--- config.mk ---
export PLATFORM = sky130hd
export DESIGN_NAME = cart_tally
export DESIGN_NICKNAME = d
export VERILOG_FILES = /design/src/rtl/cart_pkg.sv /design/src/rtl/cart_ctrl.sv /design/src/rtl/cart_sat_add.sv /design/src/rtl/cart_datapath.sv /design/src/rtl/cart_tally.sv
export SDC_FILE = /design/constraint.sdc
export NUM_CORES = 1
export LEC_CHECK = 0
export BUFFER_PORTS_ARGS = -buffer_cell sky130_fd_sc_hd__buf_2
export CAP_MARGIN = 40
export CELL_PAD_IN_SITES_DETAIL_PLACEMENT = 0
export CELL_PAD_IN_SITES_GLOBAL_PLACEMENT = 1
export CORE_AREA = 4 4 375 192
export DETAILED_ROUTE_END_ITERATION = 8
export DIE_AREA = 0 0 379 196
export PLACE_DENSITY_LB_ADDON = 0.1
export SLEW_MARGIN = 0
export SYNTH_ARGS = -nofsm -noshare
export SYNTH_HDL_FRONTEND = slang
export SYNTH_SLANG_ARGS = --single-unit
--- constraint.sdc ---
create_clock -name clk -period 29.4 [get_ports clk]
set_input_delay 4.41 -clock clk [delete_from_list [all_inputs] [get_ports clk]]
set_output_delay 4.41 -clock clk [all_outputs]
set_load 0.02 [all_outputs]
--- src/rtl/cart_pkg.sv ---
package cart_pkg;

  typedef enum logic [2:0] {
    OP_NOP      = 3'd0,
    OP_ADD      = 3'd1,
    OP_REMOVE   = 3'd2,
    OP_COUPON   = 3'd3,
    OP_SETPRICE = 3'd4,
    OP_CHECKOUT = 3'd5,
    OP_CARD_LO  = 3'd6,
    OP_CARD_HI  = 3'd7
  } cartOp_t;

  typedef struct packed {
    logic addItem;
    logic removeItem;
    logic applyCoupon;
    logic writePrice;
    logic checkout;
    logic loadCardLo;
    logic loadCardHi;
  } cartStrobes_t;

  // Price loaded into entry idx at reset, in whole units.
  function automatic int defaultPrice(input int idx);
    return 10 * idx + 5;
  endfunction

  // Odd coupon codes are percentages, even codes fixed amounts.
  function automatic logic couponIsPercent(input int idx);
    return idx[0];
  endfunction

  function automatic int couponValue(input int idx);
    if (idx[0]) return 5 + (idx >> 1);
    return 3 * idx + 2;
  endfunction

endpackage

--- src/rtl/cart_ctrl.sv ---
module cart_ctrl
  import cart_pkg::*;
(
  input  logic         clk,
  input  logic         rst,
  input  logic         opValid,
  input  logic [2:0]   opCode,
  output cartStrobes_t strobes,
  output logic         doneOut
);

  logic doneQ;

  always_comb begin
    strobes = '0;
    if (opValid) begin
      case (cartOp_t'(opCode))
        OP_ADD:      strobes.addItem     = 1'b1;
        OP_REMOVE:   strobes.removeItem  = 1'b1;
        OP_COUPON:   strobes.applyCoupon = 1'b1;
        OP_SETPRICE: strobes.writePrice  = 1'b1;
        OP_CHECKOUT: strobes.checkout    = 1'b1;
        OP_CARD_LO:  strobes.loadCardLo  = 1'b1;
        OP_CARD_HI:  strobes.loadCardHi  = 1'b1;
        default:     strobes = '0;
      endcase
    end
  end

  always_ff @(posedge clk) begin
    if (rst) doneQ <= 1'b0;
    else     doneQ <= strobes.checkout;
  end

  assign doneOut = doneQ;

  // at most one operation strobe per cycle
  a_r10_single_strobe: assert property (@(posedge clk) disable iff (rst)
    $onehot0(strobes));

  // done only ever follows a checkout edge
  a_r7_done_after_checkout: assert property (@(posedge clk) disable iff (rst)
    doneOut |-> $past(opValid && opCode == 3'd5));

  // a cycle without valid leaves done low next cycle
  a_r2_idle_no_done: assert property (@(posedge clk) disable iff (rst)
    !opValid |=> !doneOut);

endmodule

--- src/rtl/cart_sat_add.sv ---
// Adds or subtracts (via two's complement) a magnitude and clamps the result
// into [0, 2**OUT_W - 1]. Both operands must stay below 2**(W-1).
module cart_sat_add #(
  parameter int W     = 31,
  parameter int OUT_W = 21
) (
  input  logic [W-1:0]     base,
  input  logic [W-1:0]     mag,
  input  logic             neg,
  output logic [OUT_W-1:0] result
);

  localparam logic [W-1:0] MAX_VAL = W'((64'd1 << OUT_W) - 64'd1);

  logic [W-1:0] addend;
  logic [W-1:0] sum;

  always_comb begin
    addend = neg ? (~mag + W'(1)) : mag;
    sum    = base + addend;
    if (neg && sum[W-1])
      result = '0;
    else if (!neg && sum > MAX_VAL)
      result = MAX_VAL[OUT_W-1:0];
    else
      result = sum[OUT_W-1:0];
  end

endmodule

--- src/rtl/cart_datapath.sv ---
module cart_datapath
  import cart_pkg::*;
#(
  parameter int CODE_W    = 5,
  parameter int PRICE_W   = 10,
  parameter int DATA_W    = 16,
  parameter int INT_W     = 14,
  parameter int FRAC_W    = 7,
  parameter int CVAL_W    = 9,
  parameter int TAX_NUM   = 8,
  parameter int TAX_SHIFT = 7
) (
  input  logic                clk,
  input  logic                rst,
  input  cartStrobes_t        strobes,
  input  logic [CODE_W-1:0]   lookupCode,
  input  logic [DATA_W-1:0]   dataIn,
  output logic [INT_W+FRAC_W-1:0] totalQ,
  output logic [PRICE_W-1:0]  lastPriceQ,
  output logic [2*DATA_W-1:0] cardQ
);

  localparam int TOTAL_W   = INT_W + FRAC_W;
  localparam int DEPTH     = 1 << CODE_W;
  localparam int EXT_W     = TOTAL_W + CVAL_W + 1;
  localparam int PCT_SCALE = 100;

  logic [PRICE_W-1:0] priceMem   [DEPTH];
  logic [CVAL_W:0]    couponRom  [DEPTH];
  logic [PRICE_W-1:0] priceRd;
  logic [CVAL_W:0]    couponRd;
  logic [EXT_W-1:0]   priceExt;
  logic [EXT_W-1:0]   pctAmt;
  logic [EXT_W-1:0]   flatAmt;
  logic [EXT_W-1:0]   taxAmt;
  logic [EXT_W-1:0]   magSel;
  logic               negSel;
  logic               totalWe;
  logic [TOTAL_W-1:0] nextTotal;

  // Constant coupon table: {isPercent, value}
  always_comb begin
    for (int i = 0; i < DEPTH; i++)
      couponRom[i] = {couponIsPercent(i), CVAL_W'(couponValue(i))};
  end

  // Writable price table
  always_ff @(posedge clk) begin
    for (int i = 0; i < DEPTH; i++) begin
      if (rst)
        priceMem[i] <= PRICE_W'(defaultPrice(i));
      else if (strobes.writePrice && lookupCode == CODE_W'(i))
        priceMem[i] <= dataIn[PRICE_W-1:0];
    end
  end

  assign priceRd  = priceMem[lookupCode];
  assign couponRd = couponRom[lookupCode];
  assign priceExt = EXT_W'(priceRd) << FRAC_W;
  assign flatAmt  = EXT_W'(couponRd[CVAL_W-1:0]) << FRAC_W;
  assign pctAmt   = (EXT_W'(totalQ) * EXT_W'(couponRd[CVAL_W-1:0])) / EXT_W'(PCT_SCALE);

  generate
    if (TAX_NUM == 0) begin : g_no_tax
      assign taxAmt = '0;
    end else begin : g_tax
      assign taxAmt = (EXT_W'(totalQ) * EXT_W'(TAX_NUM)) >> TAX_SHIFT;
    end
  endgenerate

  always_comb begin
    magSel  = '0;
    negSel  = 1'b0;
    totalWe = 1'b1;
    if (strobes.addItem) begin
      magSel = priceExt;
    end else if (strobes.removeItem) begin
      magSel = priceExt;
      negSel = 1'b1;
    end else if (strobes.applyCoupon) begin
      magSel = couponRd[CVAL_W] ? pctAmt : flatAmt;
      negSel = 1'b1;
    end else if (strobes.checkout) begin
      magSel = taxAmt;
    end else begin
      totalWe = 1'b0;
    end
  end

  cart_sat_add #(.W(EXT_W), .OUT_W(TOTAL_W)) u_add (
    .base  (EXT_W'(totalQ)),
    .mag   (magSel),
    .neg   (negSel),
    .result(nextTotal)
  );

  always_ff @(posedge clk) begin
    if (rst) begin
      totalQ     <= '0;
      lastPriceQ <= '0;
      cardQ      <= '0;
    end else begin
      if (totalWe) totalQ <= nextTotal;
      if (strobes.addItem || strobes.removeItem) lastPriceQ <= priceRd;
      if (strobes.loadCardLo) cardQ[DATA_W-1:0]        <= dataIn;
      if (strobes.loadCardHi) cardQ[2*DATA_W-1:DATA_W] <= dataIn;
    end
  end

  a_r3_add_nondecreasing: assert property (@(posedge clk) disable iff (rst)
    strobes.addItem |=> totalQ >= $past(totalQ));

  a_r4_remove_nonincreasing: assert property (@(posedge clk) disable iff (rst)
    strobes.removeItem |=> totalQ <= $past(totalQ));

  a_r5_coupon_nonincreasing: assert property (@(posedge clk) disable iff (rst)
    strobes.applyCoupon |=> totalQ <= $past(totalQ));

  a_r7_checkout_nondecreasing: assert property (@(posedge clk) disable iff (rst)
    strobes.checkout |=> totalQ >= $past(totalQ));

  a_r6_write_keeps_total: assert property (@(posedge clk) disable iff (rst)
    strobes.writePrice |=> $stable(totalQ) && $stable(lastPriceQ));

  a_r9_card_keeps_total: assert property (@(posedge clk) disable iff (rst)
    (strobes.loadCardLo || strobes.loadCardHi) |=> $stable(totalQ));

endmodule

--- src/rtl/cart_tally.sv ---
module cart_tally
  import cart_pkg::*;
(
  input  logic        clk,
  input  logic        rst,
  input  logic        opValid,
  input  logic [2:0]  opCode,
  input  logic [4:0]  lookupCode,
  input  logic [15:0] dataIn,
  output logic [20:0] totalOut,
  output logic [9:0]  lastPriceOut,
  output logic        doneOut,
  output logic [31:0] cardWordOut
);

  localparam int INT_W  = 14;
  localparam int FRAC_W = 7;

  cartStrobes_t             strobes;
  logic [INT_W+FRAC_W-1:0]  totalQ;

  cart_ctrl u_ctrl (
    .clk    (clk),
    .rst    (rst),
    .opValid(opValid),
    .opCode (opCode),
    .strobes(strobes),
    .doneOut(doneOut)
  );

  cart_datapath #(
    .CODE_W(5), .PRICE_W(10), .DATA_W(16),
    .INT_W(INT_W), .FRAC_W(FRAC_W), .CVAL_W(9),
    .TAX_NUM(8), .TAX_SHIFT(7)
  ) u_dp (
    .clk       (clk),
    .rst       (rst),
    .strobes   (strobes),
    .lookupCode(lookupCode),
    .dataIn    (dataIn),
    .totalQ    (totalQ),
    .lastPriceQ(lastPriceOut),
    .cardQ     (cardWordOut)
  );

  // fraction in the upper field, whole units in the lower field
  assign totalOut = {totalQ[FRAC_W-1:0], totalQ[INT_W+FRAC_W-1:FRAC_W]};

endmodule

==> reports/summary.md, run 1 <==
In this run the vertical extent of the chip is 196 um. The global routing usage on met1 was 35.7%; the remaining antenna violation count after routing was 0. For the number of H-tree branching levels, the log shows 2. The placer's final routability congestion estimate is 0.916, and the setup TNS after final layout is 0 ns. The library cell used most frequently in the layout, excluding fill and tap cells, is sky130_fd_sc_hd__edfxtp_1.

The total nets after synthesis came out at 3,205. 91 I/O pins were placed. The synthesized netlist contains 136 unique library cells. The die is 379 um wide. The clock passes through at most 3 buffers. Along the worst hold path, the cell count comes to 2.

The reported max-cap violation count came out at 0. Clock tree synthesis selected as its root buffer the cell sky130_fd_sc_hd__clkbuf_16. The tools report the post-CTS setup buffer count as 0. STA puts the critical path data arrival time at 28.42 ns. In the layout the commonest cells are sky130_fd_sc_hd__edfxtp_1 (320), sky130_fd_sc_hd__nand2_1 (285), sky130_fd_sc_hd__and2_1 (215).

The total overflow left after global routing is 0. After synthesis, the share of flip-flops with an asynchronous set or reset is 0%. The routed design could run at a clock period as short as 27.98 ns.

The tools report the endpoint of the worst register-to-register path as u_dp.totalQ[3]. In this design, the critical path's most frequently occurring cell is sky130_fd_sc_hd__a21oi_1. At the pin with the least slew margin, the transition time is 0.953 ns. The number of clock buffers added by TritonCTS is 41.

The end of the worst hold path is u_dp.cardQ[13]. By area the synthesized netlist is led by sky130_fd_sc_hd__edfxtp_1 (32%), sky130_fd_sc_hd__mux4_2 (7.7%), sky130_fd_sc_hd__fa_1 (6.5%). Summed over all instances, the cell type with the most area after synthesis is sky130_fd_sc_hd__edfxtp_1. Startpoint of the worst-slack reg-to-reg timing path: u_dp.totalQ[14].

The core region is 68,600 um2. The category of the worst setup path launch point was an input port. The pin count of the biggest net entering global routing is 78. TritonCTS built the clock tree. The cell count of the worst reg-to-reg path is 93, and the effective utilization at floorplan is 43.9%. During synthesis, Yosys emitted a total of 0 warnings. The met2 usage in global routing was 39.8%. The detailed-route wire length came out at 92,300 um.

Using the TritonRoute via totals, the vias-per-cell ratio works out to 5.99. The die covers 74,300 um2. The routed layout has 23,900 vias.

The synthesized design devotes to its leading area cell type 31.9% of total area. Setup repair after global routing left no endpoint under its margin. Number of global-route vias before repair: 23,300. For this design, the slowest cell found on the critical path is sky130_fd_sc_hd__mux4_2. Clock-pin slew was measured on the worst setup and hold paths at 0.06 ns. The number of sinks handled by clock tree synthesis was 384; the detailed-placement wirelength estimate was 67,200 um. Synthesis handed over a netlist of 2,989 instances. Derived from the worst setup path, the maximum achievable clock frequency is 35.7 MHz. The max-slew violation total from the final report was 0.

The worst setup path is of the in -> reg kind. After detailed routing, the average wire length per cell comes to 23.1 um. For this run, the slowest stage of the critical path takes 0.67 ns. The post-route clock period utilization is 95.2%.

For the total standard cell area after synthesis, the log shows 30,100 um2. The flow ran to the end, and the final reports show no timing, DRC or antenna violations. The worst setup path is captured at a flop. The endpoint required time on the critical path was 29.84 ns; the number of DRC violations after detailed-routing iteration 0 was 2,130. Of the synthesized area, sequential elements account for 36.2%. Global routing used 24.4% of the available tracks across all layers. The number of enable flip-flop cells after synthesis came out at 320. The first global-routing pass estimated 142,000 um of wire. The prevailing post-synth register cell was sky130_fd_sc_hd__edfxtp_1. In this run the worst path has a maximum fanout of 21. After global routing, the most crowded layer is met2. Number of synthesized register bits: 384. The global-route met3 utilization is 2.67%. The synthesized area per cell was 10.1 um2; the share of layout cells above drive strength 1 was 18.2%. The later pin in the worst-skew pair is clocked with a latency of 0.56 ns.

The number of placement rows is 68. Clock skew on the completed layout was measured at 0.0157 ns. The startpoint identified for the worst hold timing path is u_dp.cardQ[13]. For the final number of setup-violating endpoints, the log shows 0. The class of the most critical hold timing path is reg -> reg. The logs give 0 for the final number of hold-violating endpoints and 5 for the number of iterations in the first detailed-routing pass. The number of port buffers came out at 90. The logs give 0 for the post-route DRC violation count and 1 for the initial antenna violation count. Measured against its own limit, the worst slew margin works out to 35.7%. The reg-to-reg setup timing slack is 6.26 ns, and the area added between synthesis and finish is 10.6%. The repair_antennas step left the layout with diodes totalling 0. After the last flow step, the layout net total stands at 3,261.
sequential cells by signal, indices dropped and copies added (netlist names):
name / count
u_dp.cardQ: 32
u_ctrl.doneOut: 1
u_dp.totalQ: 21
u_dp.priceMem: 320
u_dp.lastPriceQ: 10
cell usage after synthesis (91+ instances only):
cell type                  count
sky130_fd_sc_hd__nor3_1      101
sky130_fd_sc_hd__ha_1         91
sky130_fd_sc_hd__nand2_1     285
sky130_fd_sc_hd__or3_1       143
sky130_fd_sc_hd__inv_1       160
sky130_fd_sc_hd__fa_1         98
sky130_fd_sc_hd__nor2_1      160
sky130_fd_sc_hd__edfxtp_1    320
sky130_fd_sc_hd__clkbuf_1    142
sky130_fd_sc_hd__mux4_2      103
sky130_fd_sc_hd__a21oi_1     155
sky130_fd_sc_hd__and2_1      215
sky130_fd_sc_hd__o21ai_0      92
kinds of logic after synthesis:
group,synth area share [%]
muxes,9.20
AOI/OAI and AO/OA,17.4
buffers and inverters,5.55
adders and majority gates,10.4
and+or+nand+nor,18.8
DFF,36.2
xor gates and xnor gates,2.53
stage by stage:
step / std cells / hold slack, ns / area, um2 / setup WS [ns] / utilization, %
finish: 3988 / 0.448 / 33300 / 1.42 / 48.6
global route: 3988 / 0.472 / 33300 / 0.000554 / 48.6
CTS: 3987 / 0.453 / 33100 / 1.36 / 48.3
detailed placement: 3911 / 0.444 / 31800 / 0.854 / 46.4
global placement: 3861 / 0.439 / 31400 / 0.587 / 45.8
floorplan: 2989 / 0.535 / 30100 / 1.16 / -
final cells by class:
type / count / area [um2]
clock buffers: 54 / 1150
clock inverters: 22 / 181
fillers: 6412 / 35300
inverters: 162 / 608
multi-input cells: 2221 / 17700
flip-flops and latches: 384 / 10900
well taps: 910 / 1140
repair buffers: 235 / 1590
worst max-delay path, delay by kind of cell:
kind | cells | cell delay [ns]
mux | 4 | 1.42
compound gates | 59 | 13.74
fa+ha+maj | 8 | 3.22
buf+inv | 11 | 2.05
simple gates | 16 | 3.52
how the worst max path moves through the flow:
| stage | end | slack (ns) | depth (start not counted) | startpoint |
|---|---|---|---|---|
| 2_1_floorplan | u_dp.totalQ[0] | 1.16 | 109 | lookupCode[0] |
| 3_3_place_gp | u_dp.totalQ[0] | 0.59 | 98 | lookupCode[3] |
| 3_5_place_dp | u_dp.totalQ[4] | 0.85 | 101 | lookupCode[0] |
| 4_1_cts | u_dp.totalQ[18] | 1.36 | 102 | lookupCode[0] |
| 5_1_grt | u_dp.totalQ[9] | 0.0006 | 97 | lookupCode[0] |
| 6_report | u_dp.totalQ[3] | 1.42 | 98 | lookupCode[0] |
layer usage:
layer | routed length, um | up-vias
met3 | 4670 | 103
li1 | - | 11200
met4 | 1410 | 2
met1 | 43300 | 12000
met2 | 42900 | 671
met5 | 20 | -
what timing repair did:
item,4_1_cts,5_1_grt
endpoints found under the hold margin,0,0
endpoints found under the setup margin,0,21
hold buffers,0,0
gates resized for setup,0,29
Power of run 1 is not shown: default switching activity piles up to over one toggle a cycle in this logic, so the estimate is an artifact.
==> run 2, diff against run 1 <==
--- a/config.mk
+++ b/config.mk
@@ -5,13 +5,14 @@
 export SDC_FILE = /design/constraint.sdc
 export NUM_CORES = 1
 export LEC_CHECK = 0
+export ABC_CLOCK_PERIOD_IN_PS = 29400
 export BUFFER_PORTS_ARGS = -buffer_cell sky130_fd_sc_hd__buf_2
 export CAP_MARGIN = 40
 export CELL_PAD_IN_SITES_DETAIL_PLACEMENT = 0
 export CELL_PAD_IN_SITES_GLOBAL_PLACEMENT = 1
-export CORE_AREA = 4 4 375 192
+export CORE_AREA = 2 2 373 190
 export DETAILED_ROUTE_END_ITERATION = 8
-export DIE_AREA = 0 0 379 196
+export DIE_AREA = 0 0 375 192
 export PLACE_DENSITY_LB_ADDON = 0.1
 export SLEW_MARGIN = 0
 export SYNTH_ARGS = -nofsm -noshare
==> run 2 against run 1 <==
Routed wire length increased by 2.3%. Via count increased by 0.81%. Highest routed layer unchanged. Global-route usage increased by 1.4 points. First-iteration DRC count increased by 2.0%.
==> reports/summary.md, run 2 (same netlist as run 1, synthesis figures left out) <==
The flow ran to the end, and the final reports show no timing, DRC or antenna violations. The number of DRC violations after detailed-routing iteration 0 was 2,172 (was 2,130). The total vias in the final route is 24,100 (was 23,900), and the count of inserted antenna diode cells is 0 (unchanged). The tools report the startpoint of the worst-slack reg-to-reg timing path as u_dp.totalQ[16] (was u_dp.totalQ[14]). For the effective utilization at floorplan, the log shows 44.0% (was 43.9%). TritonCTS built the clock tree. The tools report the endpoint of the worst register-to-register path as u_dp.totalQ[1] (was u_dp.totalQ[3]).

The run gives 23,200 (was 23,300) as the number of global-route vias before repair. The tools report the endpoint required time on the critical path as 29.88 ns (was 29.84 ns). The tools report the end of the worst hold path as u_dp.cardQ[11] (was u_dp.cardQ[13]). The largest register by flop count was u_dp.priceMem (unchanged). The count of hold-fix buffers inserted at cts was 0 (unchanged); the routed wire length per instance was 23.7 um (was 23.1 um). The run gives 0 (unchanged) as the remaining antenna violation count after routing. Start point of the critical path: lookupCode[0] (unchanged). Largest registers: u_dp.priceMem: 320 flops, u_dp.cardQ: 32 flops, u_dp.totalQ: 21 flops (unchanged). The endpoint class of the critical path was a flop (unchanged). The area of the core region came out at 68,500 um2 (was 68,600 um2).

The chip width was 375 um (was 379 um). The logs give 31,700 um2 (was 31,800 um2) for the placed instance area and 3 (unchanged) for the number of buffers on the longest clock path. The area of the multi-input gates came out at 17,900 um2 (was 17,700 um2). The logs give 28.44 ns (was 28.42 ns) for the arrival time at the worst endpoint and 6,346 (was 6,412) for the count of filler cells inserted in the layout.

Number of H-tree branching levels: 2 (unchanged). The slew at the pin with the worst max-slew slack was 0.884 ns (was 0.953 ns); the initial antenna violation count was 2 (was 1). The number of sinks handled by clock tree synthesis was 384 (unchanged); the number of iterations in the first detailed-routing pass was 5 (unchanged). The final critical delay including setup and external delays was 27.96 ns (was 27.98 ns). The source of the worst hold timing path is u_dp.cardQ[11] (was u_dp.cardQ[13]). The post-route DRC violation count is 0 (unchanged). The number of flip-flops in the largest register was 320 (unchanged). The max-slew headroom at the worst pin is 40.8% (was 35.7%), and the final number of hold-violating endpoints is 0 (unchanged). The post-route clock period utilization works out to 95.1% (was 95.2%). The count of nets after finishing is 3,254 (was 3,261), and the vias per cell is 6.06 (was 5.99). The logs give 48.6% (about the same) for the utilization of the core after routing and 0.58 ns (was 0.56 ns) for the insertion delay to the later sink of the worst-skew pair. For the detailed-placement wirelength estimate, the log shows 68,100 um (was 67,200 um).

The share of layout cells above drive strength 1 came out at 18.3% (was 18.2%). Class of the most critical hold timing path: reg -> reg (unchanged). Type of the worst setup path: in -> reg (unchanged).

The logs give 91 (unchanged) for the number of I/O pins and 0 (unchanged) for the global route total overflow. The run gives 3,976 (was 3,988) as the number of non-filler instances in the completed layout. The library cell used as clock root buffer is sky130_fd_sc_hd__clkbuf_16 (unchanged). Clock-pin slew on the worst setup and hold paths: 0.06 ns (about the same). The tools report the category of the worst setup path launch point as an input port (unchanged).

The cell count of the worst reg-to-reg path works out to 95 (was 93). The critical path's most frequent cell is sky130_fd_sc_hd__a21oi_1 (unchanged). The placer's final routability congestion estimate came out at 0.922 (was 0.916). The run gives 35.8 MHz (was 35.7 MHz) as the maximum operating frequency.

The number of placement rows is 68 (unchanged). For the clock skew after layout, the log shows 0.0426 ns (was 0.0157 ns). For the CTS buffer count, the log shows 40 (was 41). Most frequent cells in the layout: sky130_fd_sc_hd__edfxtp_1 (320), sky130_fd_sc_hd__nand2_1 (284), sky130_fd_sc_hd__and2_1 (215) (was sky130_fd_sc_hd__edfxtp_1 (320), sky130_fd_sc_hd__nand2_1 (285), sky130_fd_sc_hd__and2_1 (215)).

The stage delay of the slowest cell on the critical path came out at 0.65 ns (was 0.67 ns). The tools report the reported max-cap violation count as 0 (unchanged). The sequential cell area was 10,900 um2 (unchanged); the height of the die was 192 um (was 196 um). The setup TNS after final layout came out at 0 ns (unchanged). The global router's overall resource usage was 25.8% (was 24.4%). The pin count of the biggest net entering global routing was 84 (was 78); the number of port buffers was 90 (unchanged). The most common cell after layout, fill and taps aside is sky130_fd_sc_hd__edfxtp_1 (unchanged). The hold-critical path depth was 2 (unchanged); the reg-to-reg setup timing slack was 6.09 ns (was 6.26 ns).

Final design instance area without fill: 33,300 um2 (about the same). The detailed-route wire length is 94,400 um (was 92,300 um), and the area added between synthesis and finish is 10.6% (about the same). Die area: 72,000 um2 (was 74,300 um2). For the number of cells after detailed placement, the log shows 3,893 (was 3,911). Max-slew violation total from the final report: 0 (unchanged). The final number of setup-violating endpoints is 0 (unchanged), and the biggest fanout along the worst timing path is 23 (was 21).

For the wire length of the first global-routing pass, the log shows 143,000 um (was 142,000 um). The cell with the largest stage delay on the worst path was sky130_fd_sc_hd__mux4_2 (unchanged).
[run 2: worst max-delay path by stage]
stage                     endpoint  cells past startpoint
finish              u_dp.totalQ[1]                    103
global route        u_dp.totalQ[1]                    104
CTS                 u_dp.totalQ[1]                     97
detailed placement  u_dp.totalQ[1]                     99
global placement    u_dp.totalQ[1]                     99
floorplan           u_dp.totalQ[0]                    109
[run 2: final cells by class]
type                    count  area share (%)
repair buffers            229            4.67
inverters                 162            1.83
well taps                 910            3.42
clock buffers              48            3.09
clock inverters            22           0.578
multi-input cells        2221            53.7
flip-flops and latches    384            32.7
[run 2: timing repair]
action                                  CTS  global route
endpoints found under the setup margin    0            21
buffers inserted                          0            12
resized for setup                         0            57
[run 2: layer usage]
metal / vias to the layer above / share of wire (%) / track usage, %
met5: - / 0.012 / 0
met4: 2 / 1.5 / 4.82
met3: 98 / 5.6 / 2.78
met2: 743 / 47 / 42.8
met1: 12100 / 46 / 37.0
li1: 11200 / - / -
[run 2: critical path: cells and delay by family]
family	cells	cell delay [ns]
AOI/OAI and AO/OA	55	12.41
and+or+nand+nor	20	4.24
adders and majority gates	8	3.10
buffers and inverters	15	2.16
muxes	4	1.77
xor gates and xnor gates	1	0.30
[run 2: metrics by stage]
step	hold WS, ns	setup slack, ns
2_1_floorplan	0.535	1.16
3_3_place_gp	0.440	-0.0168
3_5_place_dp	0.444	0.218
4_1_cts	0.452	0.753
5_1_grt	0.467	-0.0466
6_report	0.450	1.44
Power of run 2 is left out for the same reason.
